$ cat config.mk
export PLATFORM = sky130hd
export DESIGN_NAME = mpriv_decoder
export DESIGN_NICKNAME = d
export VERILOG_FILES = /design/src/rtl/mpriv_pkg.sv /design/src/rtl/mpriv_addr_map.sv /design/src/rtl/mpriv_scu_regs.sv /design/src/rtl/mpriv_ppi_route.sv /design/src/rtl/mpriv_decoder.sv
export SDC_FILE = /design/constraint.sdc
export NUM_CORES = 1
export LEC_CHECK = 0
export BUFFER_PORTS_ARGS = -buffer_cell sky130_fd_sc_hd__buf_4
export CORE_AREA = 2 2 112 114
export CTS_BUF_LIST = sky130_fd_sc_hd__clkbuf_8
export DETAILED_ROUTE_END_ITERATION = 8
export DIE_AREA = 0 0 114 116
export MAX_ROUTING_LAYER = met4
export PLACE_DENSITY = 0.62
export SLEW_MARGIN = 20
export SYNTH_ARGS = -nofsm -noshare
export SYNTH_HDL_FRONTEND = slang
export SYNTH_SLANG_ARGS = --single-unit
$ cat constraint.sdc
create_clock -name clk -period 5.95 [get_ports clk]
set_input_delay 1.19 -clock clk [delete_from_list [all_inputs] [get_ports clk]]
set_output_delay 1.19 -clock clk [all_outputs]
set_load 0.01 [all_outputs]
$ cat src/rtl/mpriv_pkg.sv
package mpriv_pkg;

   typedef enum logic [1:0] {
      TGT_NONE = 2'd0,
      TGT_SCU  = 2'd1,
      TGT_GIC  = 2'd2,
      TGT_TMR  = 2'd3
   } tgt_e;

   typedef enum logic [1:0] {
      SCU_CTRL  = 2'd0,
      SCU_CFG   = 2'd1,
      SCU_STAT  = 2'd2,
      SCU_INVAL = 2'd3
   } scu_reg_e;

   localparam int unsigned WIN_BITS     = 12;
   localparam int unsigned PAGE_BITS    = 4;
   localparam int unsigned LOC_OFF_W    = 8;
   localparam int unsigned TMR_OFF_W    = 4;
   localparam int unsigned TMR_SEL_BIT  = 5;
   localparam int unsigned LINES_PER_CORE = 32;
   localparam int unsigned TMR_LINE_BASE  = 29;

   localparam logic [3:0] PG_SCU      = 4'h0;
   localparam logic [3:0] PG_GIC_OWN  = 4'h1;
   localparam logic [3:0] PG_GIC_BASE = 4'h2;
   localparam logic [3:0] PG_TMR_OWN  = 4'h6;
   localparam logic [3:0] PG_TMR_BASE = 4'h7;

endpackage

$ cat src/rtl/mpriv_addr_map.sv
module mpriv_addr_map
   import mpriv_pkg::*;
#(
   parameter int unsigned NCORE  = 4,
   parameter int unsigned CORE_W = 2,
   parameter int unsigned IDX_W  = 3
) (
   input  logic [WIN_BITS-1:0]  off_i,
   input  logic [CORE_W-1:0]    core_i,
   output tgt_e                 tgt_o,
   output logic [IDX_W-1:0]     idx_o,
   output logic [LOC_OFF_W-1:0] loc_off_o,
   output scu_reg_e             scu_reg_o,
   output logic                 err_o
);

   localparam int unsigned BANK_W = PAGE_BITS;

   logic [PAGE_BITS-1:0] page;
   logic [BANK_W-1:0]    bank_core;
   logic [BANK_W:0]      tmr_idx;
   logic [BANK_W-1:0]    own_core;
   tgt_e                 raw_tgt;

   assign page     = off_i[WIN_BITS-1 -: PAGE_BITS];
   assign own_core = {{(BANK_W-CORE_W){1'b0}}, core_i};
   assign tmr_idx  = {bank_core, off_i[TMR_SEL_BIT]};

   always_comb begin
      raw_tgt   = TGT_NONE;
      bank_core = '0;
      scu_reg_o = SCU_CTRL;
      err_o     = 1'b0;
      unique case (page)
         PG_SCU: begin
            raw_tgt = TGT_SCU;
            unique case (off_i[LOC_OFF_W-1:0])
               8'h00:   scu_reg_o = SCU_CTRL;
               8'h04:   scu_reg_o = SCU_CFG;
               8'h08:   scu_reg_o = SCU_STAT;
               8'h0C:   scu_reg_o = SCU_INVAL;
               default: begin
                  raw_tgt = TGT_NONE;
                  err_o   = 1'b1;
               end
            endcase
         end
         PG_GIC_OWN: begin
            raw_tgt   = TGT_GIC;
            bank_core = own_core;
         end
         4'h2, 4'h3, 4'h4, 4'h5: begin
            raw_tgt   = TGT_GIC;
            bank_core = page - PG_GIC_BASE;
         end
         PG_TMR_OWN: begin
            raw_tgt   = TGT_TMR;
            bank_core = own_core;
         end
         4'h7, 4'h8, 4'h9, 4'hA: begin
            raw_tgt   = TGT_TMR;
            bank_core = page - PG_TMR_BASE;
         end
         default: begin
            raw_tgt = TGT_NONE;
            err_o   = 1'b1;
         end
      endcase
      if ((raw_tgt == TGT_GIC || raw_tgt == TGT_TMR) && (int'(bank_core) >= NCORE)) begin
         raw_tgt = TGT_NONE;
         err_o   = 1'b1;
      end
   end

   always_comb begin
      tgt_o     = raw_tgt;
      idx_o     = '0;
      loc_off_o = off_i[LOC_OFF_W-1:0];
      if (raw_tgt == TGT_GIC) begin
         idx_o = bank_core[IDX_W-1:0];
      end else if (raw_tgt == TGT_TMR) begin
         idx_o     = tmr_idx[IDX_W-1:0];
         loc_off_o = {{(LOC_OFF_W-TMR_OFF_W){1'b0}}, off_i[TMR_OFF_W-1:0]};
      end
   end

endmodule

$ cat src/rtl/mpriv_scu_regs.sv
module mpriv_scu_regs
   import mpriv_pkg::*;
#(
   parameter int unsigned         DATA_W    = 32,
   parameter logic [DATA_W-1:0]   CFG_VALUE = 'hF3
) (
   input  logic              clk,
   input  logic              rst_n,
   input  logic              acc_en,
   input  logic              acc_wr,
   input  scu_reg_e          acc_reg,
   input  logic [DATA_W-1:0] acc_wdata,
   output logic [DATA_W-1:0] rd_data
);

   logic ctrl_q;
   logic ctrl_we;
   logic unused_wdata;

   assign ctrl_we      = acc_en && acc_wr && (acc_reg == SCU_CTRL);
   assign unused_wdata = ^acc_wdata[DATA_W-1:1];

   always_ff @(posedge clk) begin
      if (!rst_n) begin
         ctrl_q <= 1'b0;
      end else if (ctrl_we) begin
         ctrl_q <= acc_wdata[0];
      end
   end

   always_comb begin
      unique case (acc_reg)
         SCU_CTRL: rd_data = {{(DATA_W-1){1'b0}}, ctrl_q};
         SCU_CFG:  rd_data = CFG_VALUE;
         default:  rd_data = '0;
      endcase
   end

   AST_CTRL_HOLD: assert property (@(posedge clk) disable iff (!rst_n)
      !ctrl_we |=> $stable(ctrl_q));

   AST_CTRL_TAKES_BIT0: assert property (@(posedge clk) disable iff (!rst_n)
      ctrl_we |=> (ctrl_q == $past(acc_wdata[0])));

endmodule

$ cat src/rtl/mpriv_ppi_route.sv
module mpriv_ppi_route
   import mpriv_pkg::*;
#(
   parameter int unsigned NCORE = 4
) (
   input  logic [2*NCORE-1:0]              evt_i,
   output logic [NCORE*LINES_PER_CORE-1:0] ppi_o
);

   for (genvar c = 0; c < NCORE; c++) begin : g_core
      localparam int unsigned BASE = c * LINES_PER_CORE;
      assign ppi_o[BASE +: TMR_LINE_BASE]      = '0;
      assign ppi_o[BASE + TMR_LINE_BASE]       = evt_i[2*c];
      assign ppi_o[BASE + TMR_LINE_BASE + 1]   = evt_i[2*c+1];
      assign ppi_o[BASE + LINES_PER_CORE - 1]  = 1'b0;
   end

endmodule

$ cat src/rtl/mpriv_decoder.sv
module mpriv_decoder
   import mpriv_pkg::*;
#(
   parameter int unsigned       ADDR_W    = 32,
   parameter int unsigned       DATA_W    = 32,
   parameter int unsigned       NCORE     = 4,
   parameter logic [DATA_W-1:0] CFG_VALUE = 'hF3,
   localparam int unsigned      CORE_W    = (NCORE > 1) ? $clog2(NCORE) : 1,
   localparam int unsigned      IDX_W     = $clog2(2*NCORE),
   localparam int unsigned      NTMR      = 2*NCORE,
   localparam int unsigned      PPI_W     = NCORE*LINES_PER_CORE
) (
   input  logic                 clk,
   input  logic                 rst_n,
   input  logic                 req_valid,
   input  logic                 req_write,
   input  logic [CORE_W-1:0]    req_core,
   input  logic [ADDR_W-1:0]    req_addr,
   input  logic [DATA_W-1:0]    req_wdata,
   output logic                 fwd_valid,
   output logic                 fwd_write,
   output logic [1:0]           fwd_tgt,
   output logic [IDX_W-1:0]     fwd_idx,
   output logic [LOC_OFF_W-1:0] fwd_off,
   output logic [DATA_W-1:0]    fwd_wdata,
   output logic                 rsp_valid,
   output logic                 rsp_err,
   output logic [DATA_W-1:0]    rsp_rdata,
   input  logic [NTMR-1:0]      tmr_evt,
   output logic [PPI_W-1:0]     ppi_out
);

   if (NCORE < 1 || NCORE > 4) begin : g_bad_ncore
      $error("mpriv_decoder: NCORE must be 1..4");
   end
   if (ADDR_W < WIN_BITS) begin : g_bad_addr
      $error("mpriv_decoder: ADDR_W below window size");
   end
   if (DATA_W < 8) begin : g_bad_data
      $error("mpriv_decoder: DATA_W must cover the configuration value");
   end

   if (ADDR_W > WIN_BITS) begin : g_hi_addr
      logic unused_hi_addr;
      assign unused_hi_addr = ^req_addr[ADDR_W-1:WIN_BITS];
   end

   tgt_e                 dec_tgt;
   logic [IDX_W-1:0]     dec_idx;
   logic [LOC_OFF_W-1:0] dec_off;
   scu_reg_e             dec_scu_reg;
   logic                 dec_err;
   logic [DATA_W-1:0]    scu_rdata;
   logic                 scu_acc;
   logic                 fwd_go;

   mpriv_addr_map #(
      .NCORE  (NCORE),
      .CORE_W (CORE_W),
      .IDX_W  (IDX_W)
   ) u_map (
      .off_i     (req_addr[WIN_BITS-1:0]),
      .core_i    (req_core),
      .tgt_o     (dec_tgt),
      .idx_o     (dec_idx),
      .loc_off_o (dec_off),
      .scu_reg_o (dec_scu_reg),
      .err_o     (dec_err)
   );

   assign scu_acc = req_valid && (dec_tgt == TGT_SCU);
   assign fwd_go  = req_valid && (dec_tgt == TGT_GIC || dec_tgt == TGT_TMR);

   mpriv_scu_regs #(
      .DATA_W    (DATA_W),
      .CFG_VALUE (CFG_VALUE)
   ) u_scu (
      .clk       (clk),
      .rst_n     (rst_n),
      .acc_en    (scu_acc),
      .acc_wr    (req_write),
      .acc_reg   (dec_scu_reg),
      .acc_wdata (req_wdata),
      .rd_data   (scu_rdata)
   );

   mpriv_ppi_route #(
      .NCORE (NCORE)
   ) u_ppi (
      .evt_i (tmr_evt),
      .ppi_o (ppi_out)
   );

   always_ff @(posedge clk) begin
      if (!rst_n) begin
         fwd_valid <= 1'b0;
         fwd_write <= 1'b0;
         fwd_tgt   <= TGT_NONE;
         fwd_idx   <= '0;
         fwd_off   <= '0;
         fwd_wdata <= '0;
         rsp_valid <= 1'b0;
         rsp_err   <= 1'b0;
         rsp_rdata <= '0;
      end else begin
         fwd_valid <= fwd_go;
         if (fwd_go) begin
            fwd_write <= req_write;
            fwd_tgt   <= dec_tgt;
            fwd_idx   <= dec_idx;
            fwd_off   <= dec_off;
            fwd_wdata <= req_wdata;
         end
         rsp_valid <= scu_acc || (req_valid && dec_err);
         rsp_err   <= req_valid && dec_err;
         rsp_rdata <= scu_acc ? scu_rdata : '0;
      end
   end

   AST_EXCL_PATHS: assert property (@(posedge clk) disable iff (!rst_n)
      !(fwd_valid && rsp_valid));

   AST_FWD_FROM_REQ: assert property (@(posedge clk) disable iff (!rst_n)
      fwd_valid |-> $past(req_valid));

   AST_ERR_ZERO_DATA: assert property (@(posedge clk) disable iff (!rst_n)
      rsp_err |-> (rsp_valid && rsp_rdata == '0));

   AST_CFG_READ: assert property (@(posedge clk) disable iff (!rst_n)
      (req_valid && req_addr[WIN_BITS-1:0] == 12'h004) |=>
         (rsp_valid && !rsp_err && rsp_rdata == CFG_VALUE));

   AST_HIGH_OFF_ERR: assert property (@(posedge clk) disable iff (!rst_n)
      (req_valid && req_addr[WIN_BITS-1:0] >= 12'hB00) |=> (rsp_err && !fwd_valid));

endmodule

==> metrics.md, run 1 <==
| Metric | Value |
|---|---|
| Status | completed |
| Post-DP Area | 0.003709 mm2 |
| Max Freq | 0.3013 GHz |
| DP Cell Count | 618 |
| Critical Path Start Type | primary input |
| I/O Buffers | 104 |
| DR pass1 iterations | 4 |
| Post-CTS Hold Buffers | 0 |
| TritonCTS clock tree | done |
| Min-Delay Path Class | flop to flop |
| Die area | 0.01322 mm2 |
| Initial Utilization | 29.08% |
| # DRC | 0 |
| Crit path required time | 6.17 ns |
| Largest net degree at the start of global routing | 55 |
| Clk Latency, worst-skew pair | 0.30 ns |
| Die Wd | 114 um |
| Worst relative slew slack | 45.55% |
| Synth top cells by count | 158 x buf_4, 52 x dfxtp_1, 50 x nor2_1, 39 x mux2i_1, 10 x a21oi_1 |
| Io pins | 287 |
| Clock slew at reported path FFs | 0.09 ns |
| Fin area | 0.003801 mm2 |
| Minimum clock period | 3.319 ns |
| Seq cells post-synth | 52 |
| Nets | 562 |
| Post-synth EDFFs | 0 |
| Critical Path End Type | flop |
| Post-synthesis async set-or-reset flop share | 0% |
| Layout cells sized above 1 | 24.63% |
| Global-route wire length before repair | 10.09 mm |
| Peak supply drop | 0.1729 mV |
| Tcrit/Tclk final | 55.78% |
| Vias in the first global route | 2,125 |
| Worst Hold End | fwd_off[4]$_SDFFE_PN0P_ |
| Clock buffer depth | 2 |
| Seq/Total Area, Yosys | 30.06% |
| Vias/cell | 3.815 |
| Max cap viols | 0 |
| Post-synth top flop | dfxtp_1 |
| Sink Count | 52 |
| Syn Inst Count | 391 |
| Layout Skew | 0.00006214 ns |
| Die Y | 116 um |
| Setup TNS | 0 ns |
| Top cell type by total area after synthesis | buf_4 |
| Worst r2r src | u_scu.ctrl_q$_SDFFE_PN0P_ |
| Initial DRC count | 65 |
| Vias | 2,388 |
| DP Wirelength | 5.537 mm |
| H-tree levels | 2 |
| Root Driver | clkbuf_8 |
| Post-Layout Cell Count | 626 |
| Routed len/inst | 11.30 um |
| Post-DRT Antenna Nets | 0 |
| Unrepaired setup endpoints after global routing | no |
| Hold depth | 2 |
| Worst path arrival time | 3.54 ns |
| RePlAce Congestion | 0.6862 |
| Final setup vio count | 0 |
| Hold Crit Start | fwd_off[4]$_SDFFE_PN0P_ |
| Worst Setup Path Type | primary input to flop |
| Syn-to-layout area delta | 9.754% |
| Reg area | 0.001041 mm2 |
| Cts repair resizes | 0 |
| Total GRT Usage | 10.04% |
| Site Rows | 40 |
| Fill count | 1,266 |
| Unique masters post-synth | 43 |
| Core area | 0.01191 mm2 |
| Pwr per Cell Area | 204.9 mW/mm2 |
| Synth top area cells | buf_4 34%, dfxtp_1 30%, mux2i_1 11%, nor2_1 5.4%, ha_1 2.2% |
| Worst-Margin Slew | 0.8167 ns |
| GRT Residual Overflow | 0 |
| Cts bufs inserted | 5 |
| Ys Warns | 0 |
| Postcts setup bufs | 0 |
| Most common cell in the netlist | buf_4 |
| Hold Fails Final Rpt | 0 |
| Routed wire length | 7.075 mm |
| R2r setup slk | 5.19 ns |
| Multi-input logic area | 0.001677 mm2 |
| Max-slew violations | 0 |
| Initial antenna violation count | 0 |
| Critical path peak fanout | 54 |
| Leakage | 1.870 nW |
| Top-area cell type share of the netlist area | 34.25% |
| Mapped Area | 0.003463 mm2 |
| Syn avg cell area | 8.858 um2 |
| ANT cells | 0 |
| Endpoint of the worst register-to-register path | rsp_rdata[0]$_SDFF_PN0_ |
| Cells on worst reg2reg path | 2 |
how the worst max path moves through the flow:
stage           startpoint                         to  slack [ns]  depth (start not counted)
6_report       req_addr[8]    fwd_idx[1]$_SDFFE_PN0P_        2.63                          9
5_1_grt        req_addr[9]    fwd_idx[1]$_SDFFE_PN0P_        2.42                          9
4_1_cts        req_addr[8]    fwd_idx[1]$_SDFFE_PN0P_        2.60                          9
3_5_place_dp   req_addr[8]    fwd_idx[1]$_SDFFE_PN0P_        2.26                          9
3_3_place_gp   req_addr[8]    fwd_idx[1]$_SDFFE_PN0P_        2.37                          9
2_1_floorplan  req_addr[9]  fwd_wdata[0]$_SDFFE_PN0P_        3.02                          8
layer usage:
| metal | GRT usage, % | wire length (um) | vias to the layer above |
|---|---|---|---|
| met3 | 2.406 | 533 | 7 |
| met4 | 3.821 | 95 | 0 |
| met2 | 16.83 | 3525 | 167 |
| li1 | - | - | 1152 |
| met1 | 11.69 | 2921 | 1062 |
| met5 | - | 0 | - |
cell families (layout without fill, tap and decap cells):
kind of cell | after synthesis | count (layout) | synth area share (%)
buf+inv | 175 | 118 | 37.25
fa+ha+maj | 6 | 6 | 2.168
simple gates | 86 | 86 | 11.31
mux | 39 | 39 | 11.27
flops | 52 | 52 | 30.06
compound gates | 31 | 31 | 7.587
other cells | 1 | 146 | 0.1083
xor+xnor | 1 | 1 | 0.2529
stage by stage:
stage	setup slack, ns	util (%)	total power [mW]	hold slack [ns]
2_1_floorplan	3.021	-	0.5847	0.4612
3_3_place_gp	2.367	31.13	0.5729	0.4555
3_5_place_dp	2.264	31.13	0.5769	0.4654
4_1_cts	2.601	31.91	0.7930	0.4819
5_1_grt	2.419	31.91	0.8237	0.5012
6_report	2.631	31.91	0.7788	0.4774
state kept, by name (all words and copies together) (netlist names):
signal	cells
fwd_wdata	32
fwd_off	8
rsp_err	1
fwd_idx	3
fwd_write	1
fwd_valid	1
rsp_valid	1
rsp_rdata	2
fwd_tgt	2
u_scu.ctrl_q	1
area by class of cell:
class	count	share of cell area, %
Multi-Input combinational cell	309	44.11
Sequential cell	52	27.39
Timing Repair Buffer	105	20.74
Tap cell	147	4.839
Clock buffer	6	2.172
Inverter	5	0.4937
Clock inverter	2	0.2633
cell usage in the layout (no fill, tap or decap), drive strengths merged, types with 2 or more instances in the layout:
cell,netlist,layout
o21ai,2,2
buf,165,105
nor3b,4,4
o21bai,2,2
ha,6,6
nand2,9,9
nand2b,7,7
a21oi,10,10
nor3,4,4
o211ai,2,2
inv,5,5
clkinv,0,2
dfxtp,52,52
mux2i,39,39
nor4,2,2
nand3,5,5
clkbuf,5,6
nor2,50,50
conb,1,146
where the power goes:
part / leakage, nW / switching [mW] / internal, mW
sequential: 0.423 / 0.00950 / 0.366
combinational: 1.40 / 0.117 / 0.0765
clock: 0.0510 / 0.117 / 0.0931
worst max-delay path, cell delays in order:
cell	delay (ns)
buf_4	0.13
inv_1	0.07
ha_1	0.28
o31ai_4	0.34
o21ai_1	0.17
a221oi_4	0.27
buf_4	0.65
nand2_1	0.20
o32ai_2	0.23
Power figures use the tool's default switching activity.
==> run 2: changes to the inputs <==
--- a/config.mk
+++ b/config.mk
@@ -5,13 +5,14 @@
 export SDC_FILE = /design/constraint.sdc
 export NUM_CORES = 1
 export LEC_CHECK = 0
+export ABC_AREA = 1
 export BUFFER_PORTS_ARGS = -buffer_cell sky130_fd_sc_hd__buf_4
-export CORE_AREA = 2 2 112 114
+export CORE_AREA = 2 2 113 115
 export CTS_BUF_LIST = sky130_fd_sc_hd__clkbuf_8
 export DETAILED_ROUTE_END_ITERATION = 8
-export DIE_AREA = 0 0 114 116
+export DIE_AREA = 0 0 115 117
 export MAX_ROUTING_LAYER = met4
-export PLACE_DENSITY = 0.62
+export PLACE_DENSITY = 0.61
 export SLEW_MARGIN = 20
 export SYNTH_ARGS = -nofsm -noshare
 export SYNTH_HDL_FRONTEND = slang
==> constraint.sdc (replaced) <==
create_clock -name clk -period 3.1 [get_ports clk]
set_input_delay 0.62 -clock clk [delete_from_list [all_inputs] [get_ports clk]]
set_output_delay 0.62 -clock clk [all_outputs]
set_load 0.01 [all_outputs]
==> run 2 against run 1 <==
Net effect:
- clock skew rose by 0.0025 ns
- routed wire length rose by 14%
- worst setup slack got worse by 1.7 ns
- highest routed layer unchanged
- clock-buffer cell count did not move
- final cell count rose by 12%
- global-route usage rose by 1.6 points
- synthesized cell count rose by 20%
- sequential power rose by 92%
- sequential share of layout area fell by 0.49 points
- synthesized area rose by 0.76%
==> metrics.md, run 2 <==
| Metric | Value |
|---|---|
| Post-synth EDFFs | 0 |
| Top cell type by total area after synthesis | buf_4 |
| Site Rows | 41 |
| Biggest register | fwd_wdata |
| Die Wd | 115 um |
| Routed wire length | 8.087 mm |
| Clk Latency, worst-skew pair | 0.31 ns |
| Synth top area cells | buf_4 34%, dfxtp_1 30%, nand2_1 9.0%, nand3_1 7.0%, a21oi_1 6.5% |
| Fin Hold WS | 0.4617 ns |
| TritonCTS clock tree | done |
| DP Wirelength | 6.000 mm |
| Vias | 2,758 |
| Synth top cells by count | 159 x buf_4, 84 x nand2_1, 52 x dfxtp_1, 49 x nand3_1, 45 x a21oi_1 |
| Io pins | 287 |
| Layout cells sized above 1 | 23.10% |
| Largest register FFs | 32 |
| Total power | 1.631 mW |
| Postcts setup bufs | 0 |
| Hold depth | 2 |
| Layout Skew | 0.002589 ns |
| Worst Hold End | fwd_tgt[1]$_SDFFE_PN0P_ |
| Most common cell in the netlist | buf_4 |
| Critical Path Start Type | primary input |
| Hold Crit Start | fwd_tgt[1]$_SDFFE_PN0P_ |
| Seq/Total Area, Yosys | 29.83% |
| ANT cells | 0 |
| Ys Warns | 0 |
| # DRC | 0 |
| Largest net degree at the start of global routing | 49 |
| Post-DRT Antenna Nets | 0 |
| Pwr per Cell Area | 421.4 mW/mm2 |
| Peak supply drop | 0.2311 mV |
| Cts repair resizes | 0 |
| Unrepaired setup endpoints after global routing | no |
| H-tree levels | 2 |
| Cts bufs inserted | 5 |
| Root Driver | clkbuf_8 |
| Grt met1 use | 14.53% |
| Largest registers | fwd_wdata (32), fwd_off (8), fwd_idx (3) |
| Clock slew at reported path FFs | 0.10 ns |
| Gr busiest metal | met2 |
| Clock buffer depth | 2 |
| CP Launch Point | req_addr[8] |
| I/O Buffers | 104 |
| Nets | 637 |
| Vias in the first global route | 2,241 |
| Global-route wire length before repair | 11.71 mm |
| Max-slew violations | 0 |
| Mapped Area | 0.003490 mm2 |
| Syn-to-layout area delta | 10.90% |
| R2r setup slk | 2.37 ns |
| Leakage | 1.954 nW |
| Worst Setup Path Type | primary input to flop |
| Core area | 0.01231 mm2 |
| Hold Fails Final Rpt | 0 |
| Final setup vio count | 0 |
| Seq cells post-synth | 52 |
| Syn Inst Count | 470 |
| Max Freq | 0.4656 GHz |
| Endpoint of the worst register-to-register path | rsp_rdata[0]$_SDFF_PN0_ |
| DR pass1 iterations | 4 |
| Most frequent cells in the layout | 146 x conb_1, 106 x buf_4, 84 x nand2_1 |
| Met2 Use GR | 17.53% |
| Initial Utilization | 28.34% |
| Post-CTS Hold Buffers | 0 |
| Crit path required time | 3.35 ns |
| Worst path arrival time | 2.40 ns |
| Die area | 0.01346 mm2 |
| Minimum clock period | 2.148 ns |
| Initial DRC count | 107 |
| Max cap viols | 0 |
| Initial antenna violation count | 0 |
| GR Util met3 | 3.965% |
| Tcrit/Tclk final | 69.28% |
| Unique masters post-synth | 22 |
| Top-area cell type share of the netlist area | 34.21% |
| Worst r2r src | u_scu.ctrl_q$_SDFFE_PN0P_ |
| Post-synth top flop | dfxtp_1 |
| RePlAce Congestion | 0.8431 |
| Routed len/inst | 11.49 um |
| Setup TNS | 0 ns |
| Critical path peak fanout | 45 |
| Syn avg cell area | 7.425 um2 |
| Cells on worst reg2reg path | 2 |
| Critical Path End Type | flop |
| Sink Count | 52 |
| Post-synthesis async set-or-reset flop share | 0% |
| Status | completed |
| Total GRT Usage | 11.64% |
| Most common cell after layout, fill and taps aside | conb_1 |
| Die Y | 117 um |
| Vias/cell | 3.918 |
| GRT Residual Overflow | 0 |
| Min-Delay Path Class | flop to flop |
run 2: stage by stage:
stage / setup WS, ns / utilization [%] / cell area (um2) / std cells
2_1_floorplan: 1.090 / - / 4034 / 615
3_3_place_gp: 0.6323 / 30.45 / 3749 / 696
3_5_place_dp: 0.6197 / 30.45 / 3749 / 696
4_1_cts: 0.9623 / 31.43 / 3870 / 704
5_1_grt: 0.7741 / 31.43 / 3870 / 704
6_report: 0.9522 / 31.43 / 3870 / 704
run 2: where the power goes:
group          total (mW)  internal (mW)  switching (mW)  leakage, nW
sequential          0.723          0.705          0.0180        0.423
combinational       0.399          0.142           0.257         1.47
clock               0.509          0.265           0.245       0.0614
run 2: worst max-delay path, stage by stage:
cell	delay, ns
buf_4	0.12
inv_1	0.06
ha_1	0.24
nor2_1	0.15
nand2_1	0.09
nand2_1	0.14
nand2_1	0.09
nand2_1	0.10
nand3_2	0.13
nor2_8	0.12
buf_12	0.22
nand3_1	0.14
a21oi_1	0.16
run 2: final cells by class:
class	instances	area (um2)
fillers	1330	8442
multi-input cells	366	1609
flip-flops and latches	52	1041
inverters	20	75.07
clock buffers	6	82.58
clock inverters	2	38.79
well taps	150	187.7
repair buffers	108	835.8
run 2: routing by layer:
metal	part of all wire (%)	up-vias	routed length (um)
li1	-	1354	-
met1	43	1223	3486
met2	45	161	3605
met3	10	20	807
met4	2.3	0	187
met5	0	-	0
run 2: worst max path at each step:
| stage | slack (ns) | cells past startpoint | to |
|---|---|---|---|
| finish | 0.95 | 13 | fwd_wdata[3]$_SDFFE_PN0P_ |
| global route | 0.77 | 15 | fwd_idx[0]$_SDFFE_PN0P_ |
| CTS | 0.96 | 13 | fwd_wdata[3]$_SDFFE_PN0P_ |
| detailed placement | 0.62 | 13 | fwd_wdata[3]$_SDFFE_PN0P_ |
| global placement | 0.63 | 13 | fwd_wdata[3]$_SDFFE_PN0P_ |
| floorplan | 1.09 | 12 | fwd_wdata[25]$_SDFFE_PN0P_ |
run 2: cell families after synthesis:
kind of cell	Yosys count	share of synthesized area (%)
buf+inv	197	39.66
flops	52	29.83
other cells	1	0.1075
compound gates	52	7.530
xor+xnor	1	0.2510
simple gates	161	20.47
fa+ha+maj	6	2.151
==> run 3: changes to the inputs <==
==> constraint.sdc (replaced) <==
create_clock -name clk -period 2.09 [get_ports clk]
set_input_delay 0.418 -clock clk [delete_from_list [all_inputs] [get_ports clk]]
set_output_delay 0.418 -clock clk [all_outputs]
set_load 0.01 [all_outputs]
==> run 3 against run 2 <==
Net effect:
- cell area up 2.0%
- clock-buffer cell count did not move
- hold slack got worse by 0.13 ns
- sequential cell count unchanged
- global-route usage shrank 0.096 points
- largest cell class unchanged
- critical path type unchanged
- die area is the same
- register-to-register slack got worse by 0.93 ns
==> metrics.md, run 3 (synthesis gave the netlist of run 2 again) <==
| Metric | Value |
|---|---|
| Clk Latency, worst-skew pair | 0.30 ns |
| Total power | 2.292 mW |
| Clock Power Share | 25.9% |
| Largest delay contributor family on the critical path | simple AND/OR/NAND/NOR gates |
| Initial DRC count | 90 |
| Min-Delay Path Class | primary input to flop |
| Tcrit/Tclk final | 87.97% |
| Post-Place Setup Slack | -0.05873 ns |
| Most frequent cells in the layout | 146 x conb_1, 115 x buf_4, 84 x nand2_1 |
| Cts bufs inserted | 5 |
| Worst Hold End | rsp_rdata[6]$_SDFF_PN0_ |
| Cts repair resizes | 0 |
| Crit path required time | 2.32 ns |
| DR pass1 iterations | 4 |
| Largest register FFs | 32 |
| Worst path arrival time | 2.07 ns |
| GRT Residual Overflow | 0 |
| DP Wirelength | 6.170 mm |
| Worst Setup Path Type | primary input to flop |
| Fin area | 0.003946 mm2 |
| Layout Skew | 0.0003003 ns |
| Max Freq | 0.5439 GHz |
| # DRC | 0 |
| Nets | 648 |
| Critical Path End Type | flop |
| Io pins | 287 |
| Minimum clock period | 1.839 ns |
| Syn-to-layout area delta | 13.09% |
| Layout cells sized above 1 | 24.25% |
| R2r setup slk | 1.44 ns |
| Die area | 0.01346 mm2 |
| Endpoint of the worst register-to-register path | fwd_idx[1]$_SDFFE_PN0P_ |
| Vias in the first global route | 2,344 |
| Postcts setup bufs | 0 |
| Most common cell after layout, fill and taps aside | conb_1 |
| Hold depth | 2 |
| RePlAce Congestion | 0.8732 |
| Initial Utilization | 28.34% |
| ANT cells | 0 |
| Critical Path Start Type | primary input |
| Post-DRT Antenna Nets | 0 |
| Biggest register | fwd_wdata |
| Int Power | 1.546 mW |
| DP Cell Count | 707 |
| I/O Buffers | 104 |
| Routed len/inst | 11.21 um |
| Global-route wire length before repair | 11.87 mm |
| Status | completed |
| Vias | 2,781 |
| Post-CTS Hold Buffers | 0 |
| Crit path top cell by count | nand2_1 |
| CP Buf/Inv Count | 3 |
| Final setup vio count | 0 |
| Largest registers | fwd_wdata (32), fwd_off (8), fwd_idx (3) |
| Leakage | 2.008 nW |
| Max cap viols | 0 |
| Clock buffer depth | 2 |
| Vias/cell | 3.890 |
| Seq pwr share | 46.8% |
| Die Wd | 115 um |
| Critical path peak fanout | 27 |
| Total GRT Usage | 11.54% |
| CP max-delay cell | ha_1 |
| Fin Hold WS | 0.3312 ns |
| Site Rows | 41 |
| Peak supply drop | 0.2745 mV |
| Core area | 0.01231 mm2 |
| Unrepaired setup endpoints after global routing | no |
| Root Driver | clkbuf_8 |
| TritonCTS clock tree | done |
| Largest net degree at the start of global routing | 31 |
| Post-DP Area | 0.003856 mm2 |
| Pwr per Cell Area | 580.8 mW/mm2 |
| Routed wire length | 8.013 mm |
| CP peak stage delay | 0.22 ns |
| Hold Crit Start | req_addr[3] |
| Cells on worst reg2reg path | 4 |
| Clock slew at reported path FFs | 0.10 ns |
| Sw frac | 32.55% |
| Max-slew violations | 0 |
| Comb pwr share | 27.3% |
| Die Y | 117 um |
| Initial antenna violation count | 0 |
| Post-route worst setup slack | 0.2515 ns |
| Worst r2r src | fwd_idx[1]$_SDFFE_PN0P_ |
| H-tree levels | 2 |
| Post-Layout Cell Count | 715 |
| Worst path cell trace | buf_4, inv_1, ha_1, nor2_1, nand2_1, nand2_1, nand2_1, nand2_1, nand3_2, nor2_8, buf_12, nand3_1, a21oi_1 |
| Sink Count | 52 |
| Psw | 0.7461 mW |
| Hold Fails Final Rpt | 0 |
## run 3: routing by layer
layer | up-vias | part of all wire, % | global-route usage [%]
li1 | 1380 | - | -
met1 | 1231 | 43 | 14.07
met2 | 156 | 47 | 18.98
met3 | 14 | 8.3 | 3.090
met4 | 0 | 1.5 | 3.052
met5 | - | 0 | -
## run 3: worst register-to-register path: stages, from the launching register on
cell     delay, ns
dfxtp_1       0.32
nand2_1       0.05
o21ai_0       0.08
nand2_1       0.09
inv_1         0.03
## run 3: how the worst max path moves through the flow
stage / cells past startpoint / start / end / slack [ns]
global route: 15 / req_addr[9] / u_scu.ctrl_q$_SDFFE_PN0P_ / 0.009
detailed placement: 13 / req_addr[8] / fwd_wdata[16]$_SDFFE_PN0P_ / -0.06
finish: 13 / req_addr[8] / fwd_wdata[16]$_SDFFE_PN0P_ / 0.25
floorplan: 12 / req_addr[8] / fwd_wdata[25]$_SDFFE_PN0P_ / 0.28
CTS: 13 / req_addr[8] / fwd_wdata[16]$_SDFFE_PN0P_ / 0.26
global placement: 13 / req_addr[8] / fwd_wdata[20]$_SDFFE_PN0P_ / -0.03
## run 3: power by group through the flow
stage	Combinational, mW	Sequential (mW)	Clock, mW
after CTS	0.630	1.07	0.624
after floorplan	0.568	1.12	0
final	0.627	1.07	0.594
after detailed placement	0.628	1.09	0
after global routing	0.700	1.08	0.666
after global placement	0.628	1.09	0
## run 3: per-stage QoR
step                util [%]  setup TNS (ns)
finish                 32.05               0
global placement       31.32         -0.2405
floorplan                  -               0
CTS                    32.05               0
global route           32.05               0
detailed placement     31.32         -0.8158
## run 3: cell type report
class | count | area (um2)
clock buffer | 6 | 82.58
clock inverter | 2 | 7.507
fill | 1353 | 8366
inverter | 20 | 75.07
multi-input combinational | 366 | 1609
sequential | 52 | 1041
tap | 150 | 187.7
timing repair buffer | 119 | 943.4
